$ cat src/rtl/fpm_pkg.sv
package fpm_pkg;

    // Class of one operand encoding
    typedef enum logic [1:0] {
        CLS_ZERO = 2'd0,
        CLS_NORM = 2'd1,
        CLS_INF  = 2'd2,
        CLS_NAN  = 2'd3
    } op_cls_e;

    // What kind of result the pair produces before the exponent range is known
    typedef enum logic [1:0] {
        RK_FIN  = 2'd0,
        RK_ZERO = 2'd1,
        RK_INF  = 2'd2,
        RK_NAN  = 2'd3
    } res_kind_e;

    // Priority: NaN (incl. inf x zero) > inf > zero > finite
    function automatic res_kind_e resolve_kind(input op_cls_e ca, input op_cls_e cb);
        res_kind_e k;
        if (ca == CLS_NAN || cb == CLS_NAN)
            k = RK_NAN;
        else if ((ca == CLS_INF && cb == CLS_ZERO) || (cb == CLS_INF && ca == CLS_ZERO))
            k = RK_NAN;
        else if (ca == CLS_INF || cb == CLS_INF)
            k = RK_INF;
        else if (ca == CLS_ZERO || cb == CLS_ZERO)
            k = RK_ZERO;
        else
            k = RK_FIN;
        return k;
    endfunction

endpackage

$ cat src/rtl/fpm_unpack.sv
module fpm_unpack #(
    parameter int EXP_W  = 8,
    parameter int FRAC_W = 23
) (
    input  logic [EXP_W+FRAC_W:0] op,
    output logic                  sgn,
    output logic [EXP_W-1:0]      expo,
    output logic [FRAC_W:0]       sig,
    output fpm_pkg::op_cls_e      cls
);
    logic [FRAC_W-1:0] frac;
    logic              exp_zero;
    logic              exp_max;

    always_comb begin
        sgn      = op[EXP_W+FRAC_W];
        expo     = op[FRAC_W +: EXP_W];
        frac     = op[FRAC_W-1:0];
        exp_zero = (expo == '0);
        exp_max  = (expo == '1);
        // Hidden one only for a non-zero exponent; zero-exponent fraction is dropped
        sig      = exp_zero ? '0 : {1'b1, frac};
        if (exp_zero)
            cls = fpm_pkg::CLS_ZERO;
        else if (exp_max)
            cls = (frac != '0) ? fpm_pkg::CLS_NAN : fpm_pkg::CLS_INF;
        else
            cls = fpm_pkg::CLS_NORM;
    end

endmodule

$ cat src/rtl/fpm_mulstage.sv
module fpm_mulstage #(
    parameter int EXP_W  = 8,
    parameter int FRAC_W = 23,
    localparam int SIG_W = FRAC_W + 1,
    localparam int PW    = 2 * SIG_W,
    localparam int EW2   = EXP_W + 2
) (
    input  logic                     clk,
    input  logic                     rst,
    input  logic                     in_vld,
    input  logic                     sgn_a,
    input  logic                     sgn_b,
    input  logic [EXP_W-1:0]         exp_a,
    input  logic [EXP_W-1:0]         exp_b,
    input  logic [SIG_W-1:0]         sig_a,
    input  logic [SIG_W-1:0]         sig_b,
    input  fpm_pkg::op_cls_e         cls_a,
    input  fpm_pkg::op_cls_e         cls_b,
    output logic                     s1_vld,
    output logic                     s1_sign,
    output fpm_pkg::res_kind_e       s1_kind,
    output logic signed [EW2-1:0]    s1_esum,
    output logic [PW-1:0]            s1_prod
);
    localparam int BIAS = (1 << (EXP_W - 1)) - 1;

    logic signed [EW2-1:0] esum_c;
    logic [PW-1:0]         prod_c;
    fpm_pkg::res_kind_e    kind_c;

    always_comb begin
        // Bias removed once, two guard bits keep the sum signed and unclipped
        esum_c = {2'b00, exp_a} + {2'b00, exp_b} - EW2'(BIAS);
        prod_c = {{SIG_W{1'b0}}, sig_a} * {{SIG_W{1'b0}}, sig_b};
        kind_c = fpm_pkg::resolve_kind(cls_a, cls_b);
    end

    always_ff @(posedge clk) begin
        if (rst) begin
            s1_vld  <= 1'b0;
            s1_sign <= 1'b0;
            s1_kind <= fpm_pkg::RK_FIN;
            s1_esum <= '0;
            s1_prod <= '0;
        end else begin
            s1_vld  <= in_vld;
            s1_sign <= sgn_a ^ sgn_b;
            s1_kind <= kind_c;
            s1_esum <= esum_c;
            s1_prod <= prod_c;
        end
    end

endmodule

$ cat src/rtl/fpm_rndstage.sv
module fpm_rndstage #(
    parameter int EXP_W  = 8,
    parameter int FRAC_W = 23,
    localparam int SIG_W = FRAC_W + 1,
    localparam int PW    = 2 * SIG_W,
    localparam int EW2   = EXP_W + 2,
    localparam int W     = 1 + EXP_W + FRAC_W
) (
    input  logic                  clk,
    input  logic                  rst,
    input  logic                  s1_vld,
    input  logic                  s1_sign,
    input  fpm_pkg::res_kind_e    s1_kind,
    input  logic signed [EW2-1:0] s1_esum,
    input  logic [PW-1:0]         s1_prod,
    output logic                  out_vld,
    output logic [W-1:0]          result,
    output logic                  ovf_flag,
    output logic                  unf_flag
);
    localparam int EMAX = (1 << EXP_W) - 2;
    localparam logic signed [EW2-1:0] EMAX_S = EW2'(EMAX);
    localparam logic signed [EW2-1:0] EMIN_S = EW2'(1);
    localparam logic [W-1:0] NAN_PAT = {1'b0, {EXP_W{1'b1}}, 1'b1, {(FRAC_W-1){1'b0}}};

    logic                  top_c;
    logic [PW-1:0]         norm_c;
    logic [FRAC_W-1:0]     frac_c;
    logic                  guard_c;
    logic                  sticky_c;
    logic                  inc_c;
    logic                  carry_c;
    logic [FRAC_W-1:0]     frac_r;
    logic signed [EW2-1:0] exp_c;
    logic                  ovf_c;
    logic                  unf_c;
    logic [W-1:0]          res_c;
    logic                  ovf_o;
    logic                  unf_o;

    always_comb begin
        // Single-step normalization: product lies in [1,4)
        top_c    = s1_prod[PW-1];
        norm_c   = top_c ? s1_prod : (s1_prod << 1);
        frac_c   = norm_c[PW-2 -: FRAC_W];
        guard_c  = norm_c[PW-2-FRAC_W];
        sticky_c = |norm_c[PW-3-FRAC_W:0];
        // Nearest-even: round up above half, or at half when LSB is odd
        inc_c    = guard_c & (sticky_c | frac_c[0]);
        carry_c  = inc_c & (&frac_c);
        frac_r   = frac_c + FRAC_W'(inc_c);
        exp_c    = s1_esum + EW2'(top_c) + EW2'(carry_c);
        ovf_c    = (exp_c > EMAX_S);
        unf_c    = (exp_c < EMIN_S);
    end

    always_comb begin
        res_c = '0;
        ovf_o = 1'b0;
        unf_o = 1'b0;
        case (s1_kind)
            fpm_pkg::RK_NAN:  res_c = NAN_PAT;
            fpm_pkg::RK_INF:  res_c = {s1_sign, {EXP_W{1'b1}}, {FRAC_W{1'b0}}};
            fpm_pkg::RK_ZERO: res_c = {s1_sign, {(W-1){1'b0}}};
            default: begin
                if (ovf_c) begin
                    res_c = {s1_sign, {EXP_W{1'b1}}, {FRAC_W{1'b0}}};
                    ovf_o = 1'b1;
                end else if (unf_c) begin
                    res_c = {s1_sign, {(W-1){1'b0}}};
                    unf_o = 1'b1;
                end else begin
                    res_c = {s1_sign, exp_c[EXP_W-1:0], frac_r};
                end
            end
        endcase
    end

    always_ff @(posedge clk) begin
        if (rst) begin
            out_vld  <= 1'b0;
            result   <= '0;
            ovf_flag <= 1'b0;
            unf_flag <= 1'b0;
        end else begin
            out_vld  <= s1_vld;
            result   <= res_c;
            ovf_flag <= s1_vld & ovf_o;
            unf_flag <= s1_vld & unf_o;
        end
    end

    // a finite product from the multiplier always normalizes to a leading one
    a_r4_lead_one: assert property (@(posedge clk) disable iff (rst)
        (s1_vld && s1_kind == fpm_pkg::RK_FIN) |-> norm_c[PW-1]);

    // overflow always presents infinity
    a_r7_ovf_inf: assert property (@(posedge clk) disable iff (rst)
        ovf_flag |-> (result[W-2 -: EXP_W] == '1 && result[FRAC_W-1:0] == '0));

    // underflow always presents zero, and never together with overflow
    a_r8_unf_zero: assert property (@(posedge clk) disable iff (rst)
        unf_flag |-> (result[W-2:0] == '0 && !ovf_flag));

    // a zero operand pair leaves a zero magnitude and no flag
    a_r3_zero_in: assert property (@(posedge clk) disable iff (rst)
        (s1_vld && s1_kind == fpm_pkg::RK_ZERO) |=> (result[W-2:0] == '0 && !ovf_flag && !unf_flag));

endmodule

$ cat src/rtl/fpm_top.sv
module fpm_top #(
    parameter int EXP_W  = 8,
    parameter int FRAC_W = 23
) (
    input  logic                    clk,
    input  logic                    rst,
    input  logic                    in_vld,
    input  logic [EXP_W+FRAC_W:0]   op_a,
    input  logic [EXP_W+FRAC_W:0]   op_b,
    output logic                    out_vld,
    output logic [EXP_W+FRAC_W:0]   result,
    output logic                    ovf_flag,
    output logic                    unf_flag
);
    localparam int W     = 1 + EXP_W + FRAC_W;
    localparam int SIG_W = FRAC_W + 1;
    localparam int PW    = 2 * SIG_W;
    localparam int EW2   = EXP_W + 2;

    logic [1:0][W-1:0]     ops;
    logic [1:0]            sgn;
    logic [EXP_W-1:0]      expo [2];
    logic [SIG_W-1:0]      sig  [2];
    fpm_pkg::op_cls_e      cls  [2];

    logic                  s1_vld;
    logic                  s1_sign;
    fpm_pkg::res_kind_e    s1_kind;
    logic signed [EW2-1:0] s1_esum;
    logic [PW-1:0]         s1_prod;
    logic                  out_nan;

    assign ops = {op_b, op_a};

    for (genvar k = 0; k < 2; k++) begin : g_unpack
        fpm_unpack #(.EXP_W(EXP_W), .FRAC_W(FRAC_W)) u_unpack (
            .op   (ops[k]),
            .sgn  (sgn[k]),
            .expo (expo[k]),
            .sig  (sig[k]),
            .cls  (cls[k])
        );
    end

    fpm_mulstage #(.EXP_W(EXP_W), .FRAC_W(FRAC_W)) u_mul (
        .clk     (clk),
        .rst     (rst),
        .in_vld  (in_vld),
        .sgn_a   (sgn[0]),
        .sgn_b   (sgn[1]),
        .exp_a   (expo[0]),
        .exp_b   (expo[1]),
        .sig_a   (sig[0]),
        .sig_b   (sig[1]),
        .cls_a   (cls[0]),
        .cls_b   (cls[1]),
        .s1_vld  (s1_vld),
        .s1_sign (s1_sign),
        .s1_kind (s1_kind),
        .s1_esum (s1_esum),
        .s1_prod (s1_prod)
    );

    fpm_rndstage #(.EXP_W(EXP_W), .FRAC_W(FRAC_W)) u_rnd (
        .clk      (clk),
        .rst      (rst),
        .s1_vld   (s1_vld),
        .s1_sign  (s1_sign),
        .s1_kind  (s1_kind),
        .s1_esum  (s1_esum),
        .s1_prod  (s1_prod),
        .out_vld  (out_vld),
        .result   (result),
        .ovf_flag (ovf_flag),
        .unf_flag (unf_flag)
    );

    assign out_nan = (result[W-2 -: EXP_W] == '1) && (result[FRAC_W-1:0] != '0);

    // sign of every non-NaN result follows the operand signs two cycles back
    a_r1_sign: assert property (@(posedge clk) disable iff (rst)
        (out_vld && !out_nan) |-> (result[W-1] == $past(op_a[W-1] ^ op_b[W-1], 2)));

    // a valid output is always preceded by a valid input two edges earlier
    a_r10_latency: assert property (@(posedge clk) disable iff (rst)
        out_vld |-> $past(in_vld, 2));

endmodule

$ cat config.mk
export PLATFORM = sky130hd
export DESIGN_NAME = fpm_top
export DESIGN_NICKNAME = d
export VERILOG_FILES = /design/src/rtl/fpm_pkg.sv /design/src/rtl/fpm_unpack.sv /design/src/rtl/fpm_mulstage.sv /design/src/rtl/fpm_rndstage.sv /design/src/rtl/fpm_top.sv
export SDC_FILE = /design/constraint.sdc
export NUM_CORES = 2
export LEC_CHECK = 0
export CAP_MARGIN = 20
export CORE_ASPECT_RATIO = 1.4
export CORE_MARGIN = 1.5
export CORE_UTILIZATION = 25
export CTS_CLUSTER_SIZE = 8
export DETAILED_ROUTE_END_ITERATION = 16
export HOLD_SLACK_MARGIN = 0.12
export PLACE_DENSITY = 0.5
export SKIP_LAST_GASP = 1
export SLEW_MARGIN = 20
export SYNTH_ARGS = -nofsm -noshare
export SYNTH_HDL_FRONTEND = slang
export SYNTH_SLANG_ARGS = --single-unit
$ cat constraint.sdc
create_clock -name clk -period 11.36 [get_ports clk]
set_input_delay 3.408 -clock clk [delete_from_list [all_inputs] [get_ports clk]]
set_output_delay 3.408 -clock clk [all_outputs]
set_load 0.03 [all_outputs]
* Word-level counts from Yosys, hierarchy flattened
Cells that the tools add are included.
** Word-level totals
- Flip-flop bits (word level) :: 97
- Input bits :: 67
- Output and inout bits :: 35
- Word-level logic and storage cells :: 68
** Cells by class
- Add/subtract/negate cells :: 5
- $mul :: 1
- Magnitude comparators :: 2
- Eq/ne operators :: 9
- Mux-type cells :: 21
- Bitwise operators :: 6
- Reductions and logical operators :: 15
** Operator list (number)
- $pmux 32 s3 :: 1
- $mux 31 :: 2
- $mul 24x24->48 :: 1
- $mux 24 :: 2
- $mux 47 :: 1
- $reduce_bool 23->1 :: 2
- $add 23x1->23 :: 1
- $reduce_and 23->1 :: 1
- $reduce_or 23->1 :: 1
- $add 10x1->10 :: 2
- $eq 8x8->1 const B :: 2
- $logic_not 8->1 :: 2
- $mux 2 :: 7
- $eq 2x2->1 const B :: 6
- $gt 10x9->1 const B :: 1
- $lt 10x2->1 const B :: 1
- $sub 10x7->10 const B :: 1
- $add 8x8->9 :: 1
- $mux 1 :: 8
- $and 1x1->1 :: 4
- $logic_not 2->1 :: 2
- $logic_or 1x1->1 :: 4
- $reduce_or 3->1 :: 1
- $eq 2x1->1 const B :: 1
- 3 further kinds :: 4

* Depth between registers and ports, before layout
- Depth in word-level cells :: 11
- Mapped depth :: 31
- Mapped depth without buffers :: 28

* Hierarchy
A second synthesis with hierarchy kept.
** Second synthesis, totals
- Cell total of the unflattened synthesis :: 2748
- Area, all modules :: 23856.6 um^2
** Modules (own cells, without submodules)
- fpm_mulstage :: instances 1, cells each 2377, area each 20997.6 um^2, seq. area each 1241.2 um^2
- fpm_rndstage :: instances 1, cells each 271, area each 2228.4 um^2, seq. area each 700.7 um^2
- fpm_unpack :: instances 2, cells each 50, area each 315.3 um^2, seq. area each 0.0 um^2

* Least setup slack after synthesis
No wires, ideal clock.
- Path type :: input to register
- From :: in op_b[30]
- To :: reg u_mul.s1_prod[36]
- Library setup time :: 0.121 ns
- Arrival time :: 10.434 ns
- Required time :: 11.239 ns
- Path slack :: 0.806 ns
- Stages :: 28
- Buffers on the path :: 4
- Cell sequence :: or4_1 nor2_1 a21oi_1 clkbuf_1 clkbuf_1 clkbuf_1 and3_1 fa_1 fa_1 inv_1 fa_1 fa_1 fa_1 inv_1 fa_1 inv_1 fa_1 inv_1 ha_1 buf_2 o21a_1 o211ai_1 a21oi_1 a311oi_4 o21ai_2 a41o_1 a31oi_1 mux2_2
** Between the ends
- Longest elaborated chain between the ends :: 3
** RTL lines
- start: declaration :: RTL line fpm_top.sv:9 : input logic [EXP_W+FRAC_W:0] op_b,
- $logic_not 8->1 :: RTL line fpm_unpack.sv:19 : exp_zero = (expo == '0);
- $mux 24 :: RTL line fpm_unpack.sv:22 : sig = exp_zero ? '0 : {1'b1, frac};
- $mul 24x24->48 :: RTL line fpm_mulstage.sv:34 : prod_c = {{SIG_W{1'b0}}, sig_a} * {{SIG_W{1'b0}}, sig_b};
- end signal: assignment :: RTL line fpm_mulstage.sv:50 : s1_prod <= prod_c;
- end: declaration :: RTL line fpm_mulstage.sv:23 : output logic [PW-1:0] s1_prod
Every way passes these cells.
A chain may end at the register's enable or synchronous reset.

* Worst setup path in the final report
Ends and elaborated chain as after synthesis.

==> results.txt <==
largest cells by area after synthesis: fa_1 41%, ha_1 9.8%, inv_1 8.9%
Worst R2R Path Depth: 17
Vias per Instance: 4.63
minimum clock period: 10.99 ns
Clock Root Buffer: clkbuf_16
core area: 94200 µm²
slew margin rel.: 0.337
Distinct cells, synth: 75
Synth-to-Final Area Change: 17.5%
first-pass GRT wire length: 126000 µm
commonest non-fill, non-tap cells in the layout: 563 x inv_1, 484 x fa_1, 330 x nand2_1, 276 x and3_1, 237 x buf_4
via count: 19300
ANT nets after route: 0
Synth Area in Compound Gates: 0.0656
Top FF cell, synth: dfxtp_1
area leader, netlist: fa_1
Crit Path Class: in2reg
DRT iter0 DRCs: 1055
CTS tree: yes
layout cell share with drive strength beyond 1: 0.102
clk slew on worst S/H paths: 0.07 ns
largest family of logic cells by synthesized area: adder cells
initial antenna violation count: 4
Worst Skew: 0.0107 ns
Final Setup Violations: 0
fin util: 0.298
Final Hold Vio Count: 0
critical path's slowest cell: fa_1
Worst-Skew Late Latency: 0.34 ns
die height: 369 µm
Worst Hold End: u_rnd.result[31]
post-synthesis sequential area ratio: 0.0814
mux cell area share after synthesis: 0.00671
pin count of the biggest net entering global routing: 88
Post-Syn Area: 23900 µm²
Post-Synth XOR/XNOR Area: 0.0308
post-synth net total: 3501
gr usage total: 0.169
cell row count: 133
most used cell, CP: fa_1
H-Tree Depth: 3
Remaining DRCs: 0
final WL: 80800 µm
vias in the first global route: 21300
post-DP HPWL: 67700 µm
mean area per synthesized cell: 8.63 µm²
Async SR Flop Fraction: 0
Adder-Cell Fraction of Synth Area: 0.504
maximum cell stage delay along the critical path: 0.58 ns
Slew @ Worst Pin: 0.991 ns
Clock Tree Buf Depth: 2
hold_sp: u_mul.s1_sign
critical path endpoint category: flop
Die X: 264 µm
Post-synth EDFFs: 0
Simple-Gate Fraction of Synth Area: 0.195
Die ar.: 97300 µm²
worst hold path class: reg2reg
fin crit share: 0.968
I/O Buffers: 101
critical path launch point type: primary input
RR Endpoint: u_rnd.result[9]
most common cell after layout, fill and taps aside: inv_1
hold buffers post-CTS: 0
fmax: 91.0 MHz
RSZ-0062 raised after global routing: yes
gr ovfl total: 0
synth warn: 0
max-cap violation count: 0
status: completed
synthesized instance count: 2764
IO Pins: 102
final slew viol count: 0
Sink Count: 97
Synth top area share: 0.406
Max Fanout on Critical Path: 87
drt pass-1 iters: 7
R2R setup slack: 6.48 ns
WHS Path Cells: 1
Seq cells post-synth: 97
worst endpoint required time: 11.59 ns
WL/cell: 19.4 µm
starting density of the core: 0.253
total CTS buffers: 9
nets: 3685
CP arrival: 11.22 ns
worst reg2reg startpoint: u_mul.s1_prod[47]
gp weighted congestion: 0.887
-- worst max path at each step --
stage,from,endpoint,slack (ns),cells past startpoint
floorplan,op_b[30],u_mul.s1_prod[36],0.81,28
global placement,op_b[30],u_mul.s1_prod[44],-0.16,29
detailed placement,op_b[30],u_mul.s1_prod[36],-0.12,27
finish,op_b[30],u_mul.s1_prod[36],0.37,27
global route,op_b[30],u_mul.s1_prod[44],-0.01,28
CTS,op_b[30],u_mul.s1_prod[36],0.22,27
-- synth_stat cells, types with 4 or more instances --
| library cell | number |
|---|---|
| dfxtp_1 | 97 |
| and3_1 | 276 |
| nand3_1 | 59 |
| xnor2_1 | 52 |
| a21oi_1 | 68 |
| fa_1 | 484 |
| nand2_1 | 330 |
| inv_1 | 563 |
| or3_1 | 5 |
| nor4_1 | 19 |
| mux2i_1 | 7 |
| a21o_1 | 34 |
| o21ai_0 | 34 |
| o21bai_1 | 15 |
| a211oi_1 | 8 |
| ha_1 | 186 |
| a221oi_1 | 5 |
| o21a_1 | 6 |
| nand2b_1 | 12 |
| a31oi_1 | 7 |
| and2_1 | 39 |
| nand4_1 | 23 |
| buf_2 | 6 |
| xor2_1 | 32 |
| nor2_1 | 119 |
| mux2_2 | 8 |
| clkbuf_1 | 166 |
| nor2b_1 | 19 |
| a211oi_2 | 5 |
| buf_1 | 4 |
| nor3_1 | 9 |
| a21boi_0 | 4 |
-- layout make-up --
class | instances | area [µm²]
fillers | 10100 | 66100
clock buffers | 11 | 243
inverters | 564 | 2120
flip-flops and latches | 97 | 1940
repair buffers | 350 | 3030
multi-input cells | 1926 | 19100
clock inverters | 5 | 53.8
well taps | 1215 | 1520
diodes | 2 | 5.00
-- stage by stage --
stage / setup TNS (ns) / instance area [µm²] / std cells / hold WS, ns / worst slack (ns)
final: 0 / 28000 / 4170 / 0.473 / 0.368
after floorplan: 0 / 23900 / 2764 / 0.448 / 0.806
after global routing: -0.0115 / 28000 / 4168 / 0.490 / -0.0115
after global placement: -0.536 / 27700 / 4150 / 0.455 / -0.159
after CTS: 0 / 28000 / 4166 / 0.479 / 0.220
after detailed placement: -0.409 / 27700 / 4150 / 0.467 / -0.117
-- flip-flops by register name, indices dropped and copies added (netlist names) --
signal / cells
u_rnd.out_vld: 1
u_rnd.result: 32
u_mul.s1_sign: 1
u_rnd.ovf_flag: 1
u_rnd.unf_flag: 1
u_mul.s1_vld: 1
u_mul.s1_esum: 10
u_mul.s1_prod: 48
u_mul.s1_kind: 2
-- worst max-delay path, delay by kind of cell --
kind	cells	cell delay, ns
buf+inv	8	1.22
mux	1	0.35
simple gates	5	1.36
fa+ha+maj	8	3.83
compound gates	5	0.99
-- cell families (layout without fill, tap and decap cells) --
| group | after synthesis | in the layout |
|---|---|---|
| simple gates | 931 | 931 |
| mux | 15 | 15 |
| xor+xnor | 84 | 84 |
| buf+inv | 741 | 930 |
| compound gates | 226 | 226 |
| fa+ha+maj | 670 | 670 |
| flops | 97 | 97 |
| other cells | 0 | 2 |
-- per-layer routing --
layer / track usage / wire (µm) / vias to the layer above
met5: 0 / 0 / -
li1: - / - / 8931
met3: 0.0101 / 2690 / 144
met1: 0.204 / 33600 / 9721
met4: 0.0764 / 3950 / 0
met2: 0.307 / 40600 / 507
-- repair_timing --
action,CTS,global route
endpoints found under the hold margin,0,0
setup endpoints to repair,0,13
resized for setup,0,2
buffers inserted,0,2
Power is not shown: default switching activity piles up to over one toggle a cycle in this logic, so the estimate is an artifact.
